File: src/rtl/bus_join_pkg.sv
// Package: shared types for the bus connection gate.
// Assumes: imported by every module of the gate.
package bus_join_pkg;

    // Link controller states
    typedef enum logic [1:0] {
        LNK_OPEN   = 2'b00,  // disconnect requested or forced
        LNK_ARMED  = 2'b01,  // connect requested, waiting for a safe point
        LNK_JOINED = 2'b10   // sides connected
    } link_state_t;

endpackage

File: src/rtl/bus_line_watch.sv
// Module: bus_line_watch
// Brings the asynchronous clock and data levels into the clk domain through
// SYNC_STAGES flops each, then flags a stop condition: data rising while the
// clock line is high in both the current and the previous sample.
// Assumes: SYNC_STAGES >= 1; the lines idle high (reset value 1).
module bus_line_watch #(
    parameter int SYNC_STAGES = 2
) (
    input  logic clk,
    input  logic rst_n,
    input  logic scl_i,
    input  logic sda_i,
    output logic scl_s_o,
    output logic sda_s_o,
    output logic stop_o
);

    logic [SYNC_STAGES-1:0] scl_q;
    logic [SYNC_STAGES-1:0] sda_q;
    logic                   scl_prev;
    logic                   sda_prev;

    genvar g;
    generate
        for (g = 0; g < SYNC_STAGES; g++) begin : g_sync
            if (g == 0) begin : g_first
                // First synchronizer stage: capture raw line levels
                always_ff @(posedge clk) begin
                    if (!rst_n) begin
                        scl_q[0] <= 1'b1;
                        sda_q[0] <= 1'b1;
                    end else begin
                        scl_q[0] <= scl_i;
                        sda_q[0] <= sda_i;
                    end
                end
            end else begin : g_next
                // Later stage: pass the previous stage on
                always_ff @(posedge clk) begin
                    if (!rst_n) begin
                        scl_q[g] <= 1'b1;
                        sda_q[g] <= 1'b1;
                    end else begin
                        scl_q[g] <= scl_q[g-1];
                        sda_q[g] <= sda_q[g-1];
                    end
                end
            end
        end
    endgenerate

    assign scl_s_o = scl_q[SYNC_STAGES-1];
    assign sda_s_o = sda_q[SYNC_STAGES-1];

    // Keep one sample of history for edge detection
    always_ff @(posedge clk) begin
        if (!rst_n) begin
            scl_prev <= 1'b1;
            sda_prev <= 1'b1;
        end else begin
            scl_prev <= scl_s_o;
            sda_prev <= sda_s_o;
        end
    end

    // Stop: data goes 0->1 while the clock stays high
    always_comb begin
        stop_o = scl_s_o && scl_prev && sda_s_o && !sda_prev;
    end

    // a stop pulse lasts one cycle only
    p_stop_single_r10: assert property (@(posedge clk) disable iff (!rst_n)
        stop_o |=> !stop_o);

endmodule

File: src/rtl/bus_idle_timer.sv
// Module: bus_idle_timer
// Counts microsecond ticks while both synchronised lines are high and raises
// idle_o when IDLE_TICKS ticks have been counted. The count saturates there.
// A low level on either line clears it.
// Assumes: IDLE_TICKS >= 1; tick_i is a single-cycle pulse.
module bus_idle_timer #(
    parameter int IDLE_TICKS = 95
) (
    input  logic clk,
    input  logic rst_n,
    input  logic scl_s_i,
    input  logic sda_s_i,
    input  logic tick_i,
    output logic idle_o
);

    localparam int                CNT_W = $clog2(IDLE_TICKS + 1);
    localparam logic [CNT_W-1:0]  LIMIT = CNT_W'(IDLE_TICKS);

    logic [CNT_W-1:0] cnt_q;
    logic             bus_high;

    assign bus_high = scl_s_i && sda_s_i;

    // Idle counter: clear on any low, advance on tick, saturate at the limit
    always_ff @(posedge clk) begin
        if (!rst_n) begin
            cnt_q <= '0;
        end else if (!bus_high) begin
            cnt_q <= '0;
        end else if (tick_i && (cnt_q != LIMIT)) begin
            cnt_q <= cnt_q + 1'b1;
        end
    end

    assign idle_o = (cnt_q == LIMIT);

    // a low line empties the count on the next edge
    p_low_clears_r6: assert property (@(posedge clk) disable iff (!rst_n)
        !bus_high |=> (cnt_q == '0));

    // the count never passes the window
    p_no_overflow_r5: assert property (@(posedge clk) disable iff (!rst_n)
        cnt_q <= LIMIT);

    // without a tick the count holds or clears, never grows
    p_tick_only_r11: assert property (@(posedge clk) disable iff (!rst_n)
        !tick_i |=> (cnt_q == $past(cnt_q)) || (cnt_q == '0));

endmodule

File: src/rtl/bus_link_ctrl.sv
// Module: bus_link_ctrl
// State machine that holds the link open while the connection is not wanted,
// arms when it is wanted and joins on a stop condition or an idle window.
// Opening is combinational, so it takes effect in the same cycle.
// Assumes: stop_i is a one-cycle pulse; idle_i is a level.
module bus_link_ctrl
    import bus_join_pkg::*;
(
    input  logic clk,
    input  logic rst_n,
    input  logic want_i,
    input  logic stop_i,
    input  logic idle_i,
    output logic link_o
);

    link_state_t state_q;
    link_state_t state_d;

    // Next-state decision
    always_comb begin
        state_d = state_q;
        if (!want_i) begin
            state_d = LNK_OPEN;
        end else begin
            unique case (state_q)
                LNK_OPEN:   state_d = LNK_ARMED;
                LNK_ARMED:  if (stop_i || idle_i) state_d = LNK_JOINED;
                LNK_JOINED: state_d = LNK_JOINED;
                default:    state_d = LNK_OPEN;
            endcase
        end
    end

    // State register
    always_ff @(posedge clk) begin
        if (!rst_n) state_q <= LNK_OPEN;
        else        state_q <= state_d;
    end

    // Link output: joined and still wanted in this very cycle
    assign link_o = (state_q == LNK_JOINED) && want_i;

    // armed with no safe point stays unjoined
    p_join_needs_event_r4: assert property (@(posedge clk) disable iff (!rst_n)
        (state_q == LNK_ARMED && !stop_i && !idle_i) |=> (state_q != LNK_JOINED));

    // the joined state is only entered from the armed state
    p_join_from_armed_r9: assert property (@(posedge clk) disable iff (!rst_n)
        $rose(state_q == LNK_JOINED) |-> ($past(state_q) == LNK_ARMED));

endmodule

File: src/rtl/bus_join_gate.sv
// Module: bus_join_gate (top)
// Joins the backplane and card sides of a two-wire bus buffer at a bus-safe
// point, and opens them at once on enable low or forced open. Drives an
// active-low ready that mirrors the link.
// Assumes: tick_us_i pulses for one clk cycle every microsecond.
module bus_join_gate #(
    parameter int IDLE_TICKS  = 95,
    parameter int SYNC_STAGES = 2
) (
    input  logic clk,
    input  logic rst_n,
    input  logic enable_i,
    input  logic force_open_i,
    input  logic tick_us_i,
    input  logic scl_i,
    input  logic sda_i,
    output logic link_close_o,
    output logic ready_n_o
);

    logic scl_s;
    logic sda_s;
    logic stop_p;
    logic idle_l;
    logic want;

    assign want = enable_i && !force_open_i;

    bus_line_watch #(.SYNC_STAGES(SYNC_STAGES)) u_watch (
        .clk    (clk),
        .rst_n  (rst_n),
        .scl_i  (scl_i),
        .sda_i  (sda_i),
        .scl_s_o(scl_s),
        .sda_s_o(sda_s),
        .stop_o (stop_p)
    );

    bus_idle_timer #(.IDLE_TICKS(IDLE_TICKS)) u_idle (
        .clk    (clk),
        .rst_n  (rst_n),
        .scl_s_i(scl_s),
        .sda_s_i(sda_s),
        .tick_i (tick_us_i),
        .idle_o (idle_l)
    );

    bus_link_ctrl u_ctrl (
        .clk   (clk),
        .rst_n (rst_n),
        .want_i(want),
        .stop_i(stop_p),
        .idle_i(idle_l),
        .link_o(link_close_o)
    );

    assign ready_n_o = !link_close_o;

    // a falling enable opens the link in that cycle
    p_open_on_disable_r2: assert property (@(posedge clk) disable iff (!rst_n)
        $fell(enable_i) |-> !link_close_o);

    // a forced open always wins over enable
    p_force_wins_r8: assert property (@(posedge clk) disable iff (!rst_n)
        force_open_i |-> !link_close_o);

    // a join starts only with a stop or an idle window
    p_join_cause_r5: assert property (@(posedge clk) disable iff (!rst_n)
        (!link_close_o && !stop_p && !idle_l) |=> !link_close_o || !$past(want) || $past(link_close_o));

endmodule

File: config.mk
export PLATFORM = sky130hd
export DESIGN_NAME = bus_join_gate
export DESIGN_NICKNAME = d
export VERILOG_FILES = /design/src/rtl/bus_join_pkg.sv /design/src/rtl/bus_line_watch.sv /design/src/rtl/bus_idle_timer.sv /design/src/rtl/bus_link_ctrl.sv /design/src/rtl/bus_join_gate.sv
export SDC_FILE = /design/constraint.sdc
export NUM_CORES = 1
export LEC_CHECK = 0
export ABC_AREA = 0
export BUFFER_PORTS_ARGS = -buffer_cell sky130_fd_sc_hd__buf_2
export CAP_MARGIN = 10
export CORE_MARGIN = 5
export CORE_UTILIZATION = 53
export CTS_CLUSTER_DIAMETER = 30
export CTS_CLUSTER_SIZE = 40
export DETAILED_ROUTE_END_ITERATION = 12
export PLACE_DENSITY = 0.74
export SYNTH_ARGS = -nofsm -noshare
export SYNTH_HDL_FRONTEND = slang
export SYNTH_SLANG_ARGS = --single-unit
export TNS_END_PERCENT = 20
File: constraint.sdc
create_clock -name clk -period 1.77 [get_ports clk]
set_clock_uncertainty 0.2 [all_clocks]
set_input_delay 0.0885 -clock clk [delete_from_list [all_inputs] [get_ports clk]]
set_output_delay 0.0885 -clock clk [all_outputs]
set_load 0.02 [all_outputs]
==> metrics <==
die area=2176 µm²; Synth top area share=42.18%; final cell count without fillers=106; DRC errors left=0; Worst slew margin=81.01%; CTS tree=built; Clock Tree Buf Depth=2; clock root buffer=clkbuf_4; routing usage on met3=5.859%; first-pass GRT wire length=2194 µm; Routed Antenna Nets=0; fmax=0.5992 GHz; # rows=13; Clock Latency Late Sink=280 ps; worst r2r src=u_idle.cnt_q[0]; Worst-path clk slew=90 ps; Detailed Route WL=1278 µm; Tcrit/Tclk final=94.28%; synth top area cells=dfxtp_1 42%, ha_1 7.0%, mux2i_1 7.0%; net count after synthesis=84; via count=568; Netlist cell types=25; total power=0.6058 mW; Max VDD drop=638.0 µV; setup_tns=0 ps; vias in the first global route=530; Arr. time, crit path=1680 ps; syn avg cell area=9.753 µm²; Wirelength per Cell=12.06 µm; RSZ-0062 raised after global routing=no; GP Congestion=0.7416; I/O Pins=9; Slew @ Worst Pin=284.9 ps; synth-to-layout area growth=21.09%; outcome=complete, no violations; CP max FO=7; met1 Use GR=16.55%; total CTS buffers=3; Hold Crit Class=in -> reg; Yosys reg bits=15; core area=1285 µm²; largest net degree at the start of global routing=10; met2 GRT Util=23.35%; DP Cell Count=96; Post-Synthesis Cells=73; HPWL after DPL=936 µm; Final Hold Viols=0; port bufs=8; P_leak=0.3369 nW; # fillers=114; fin crit period=1669 ps; initial core utilization=55.40%; Placed Area=769.5 µm²; max-cap viol count=0; Hold Crit Start=force_open_i; clock sink count=15; synthesized area=711.9 µm²; TritonRoute pass-1 iters=4; Yosys top cell by area=dfxtp_1; multi-input logic area=379.1 µm²; H-tree level count=1; FF/Latch Area=300.3 µm²; PwrDens=702.7 nW/µm²; Tot GR Track Use=14.23%; ant diodes=0; share of layout cells above drive strength 1=21.98%; Worst setup EP type=register; Starting DRT DRC Count=14; post-synthesis sequential area ratio=42.18%; GR peak layer=met2; CP startpoint=u_idle.cnt_q[0]; final max-slew violation count=0; Setup crit start kind=register; initial antenna violation count=0; Die Ht=46.65 µm; GR Overflow Total=0; final setup violating endpoints=0; die width=46.65 µm; kind of critical path=reg -> reg; Critical Path RT=1790 ps; fin nets=103; synth warn=0; Via-to-Cell Ratio=5.358; post-layout instance area=862.1 µm²
-- area by class of cell --
class,instances,share of cell area (%)
clock buffer,4,3.048
inverter,6,2.612
multi-input combinational,50,43.98
sequential,15,34.83
tap,15,2.177
timing repair buffer,16,13.35
-- layer usage --
layer	up-vias	wire length (µm)
met2	15	650
met1	260	540
li1	291	-
met3	2	75
met5	-	0
met4	0	11
-- report_power, final --
part / internal (mW) / switching (mW)
logic: 0.0333 / 0.0282
clock network: 0.0875 / 0.105
registers: 0.347 / 0.00479
total: 0.468 / 0.138
-- registers in the layout, indices dropped and copies added, names as in the netlist --
signal            cells
u_watch.sda_q         1
u_watch.scl_prev      1
u_watch.scl_s_o       1
u_idle.cnt_q          7
u_watch.sda_prev      1
u_watch.scl_q         1
u_ctrl.state_q        2
u_watch.sda_s_o       1
-- cells in the mapped netlist, drive strengths merged --
cell,count
a2111o,1
a211oi,2
a21boi,1
a21oi,4
a311oi,1
a31o,1
and2b,1
and3,1
and3b,1
and4,1
and4b,1
buf,2
dfxtp,15
ha,4
inv,6
mux2i,5
nand2,9
nand2b,8
nand3,3
nand3b,1
nand4,3
o21ai,1
o31ai,1
-- path summary, 6_finish.rpt --
check | slack [ps] | depth (start not counted) | end
hold reg to reg | 220 | 1 | u_watch.scl_s_o
setup reg to reg | 100 | 4 | u_ctrl.state_q[1]
setup / recovery | 100 | 4 | u_ctrl.state_q[1]
hold / removal | 60 | 4 | u_ctrl.state_q[0]
-- per-stage QoR --
stage	utilization (%)	hold slack (ps)	worst slack, ps
global placement	59.88	72.71	149.0
finish	67.09	56.66	101.2
floorplan	-	-38.46	165.0
detailed placement	59.88	78.98	82.92
global route	67.09	98.60	15.16
CTS	66.60	59.29	76.43
-- layout by cell type, fill, tap and decap left out, drive strengths merged --
cell type,netlist,routed
and2b,1,1
o31ai,1,1
a21oi,4,4
clkbuf,0,4
nand3b,1,1
nand3,3,3
a21boi,1,1
inv,6,6
and3b,1,1
nand4,3,3
a31o,1,1
and4,1,1
and3,1,1
o21ai,1,1
nand2b,8,8
nand2,9,9
and4b,1,1
a311oi,1,1
a211oi,2,2
dlygate4sd3,0,6
ha,4,4
mux2i,5,5
dfxtp,15,15
a2111o,1,1
buf,2,10
-- cells by family after synthesis --
family	count (synthesis)	share of synthesized area (%)
AO/OA/AOI/OAI	12	14.59
adder cells (fa/ha/maj)	4	7.030
buffers and inverters	8	5.447
flip-flops	15	42.18
multiplexers	5	7.030
AND/OR/NAND/NOR	29	23.73
-- worst max-delay path: stages (launching register included) --
cell and delay (ps):
dfxtp_1 320, ha_1 240, and4_2 330, a211oi_4 310, mux2i_1 220
-- repair_timing --
item | CTS | global route
hold buffers | 6 | 0
buffers inserted | 0 | 0
gates resized for setup | 0 | 2
setup endpoints to repair | 0 | 2
endpoints found under the hold margin | 9 | 0
Power figures use the tool's default switching activity.
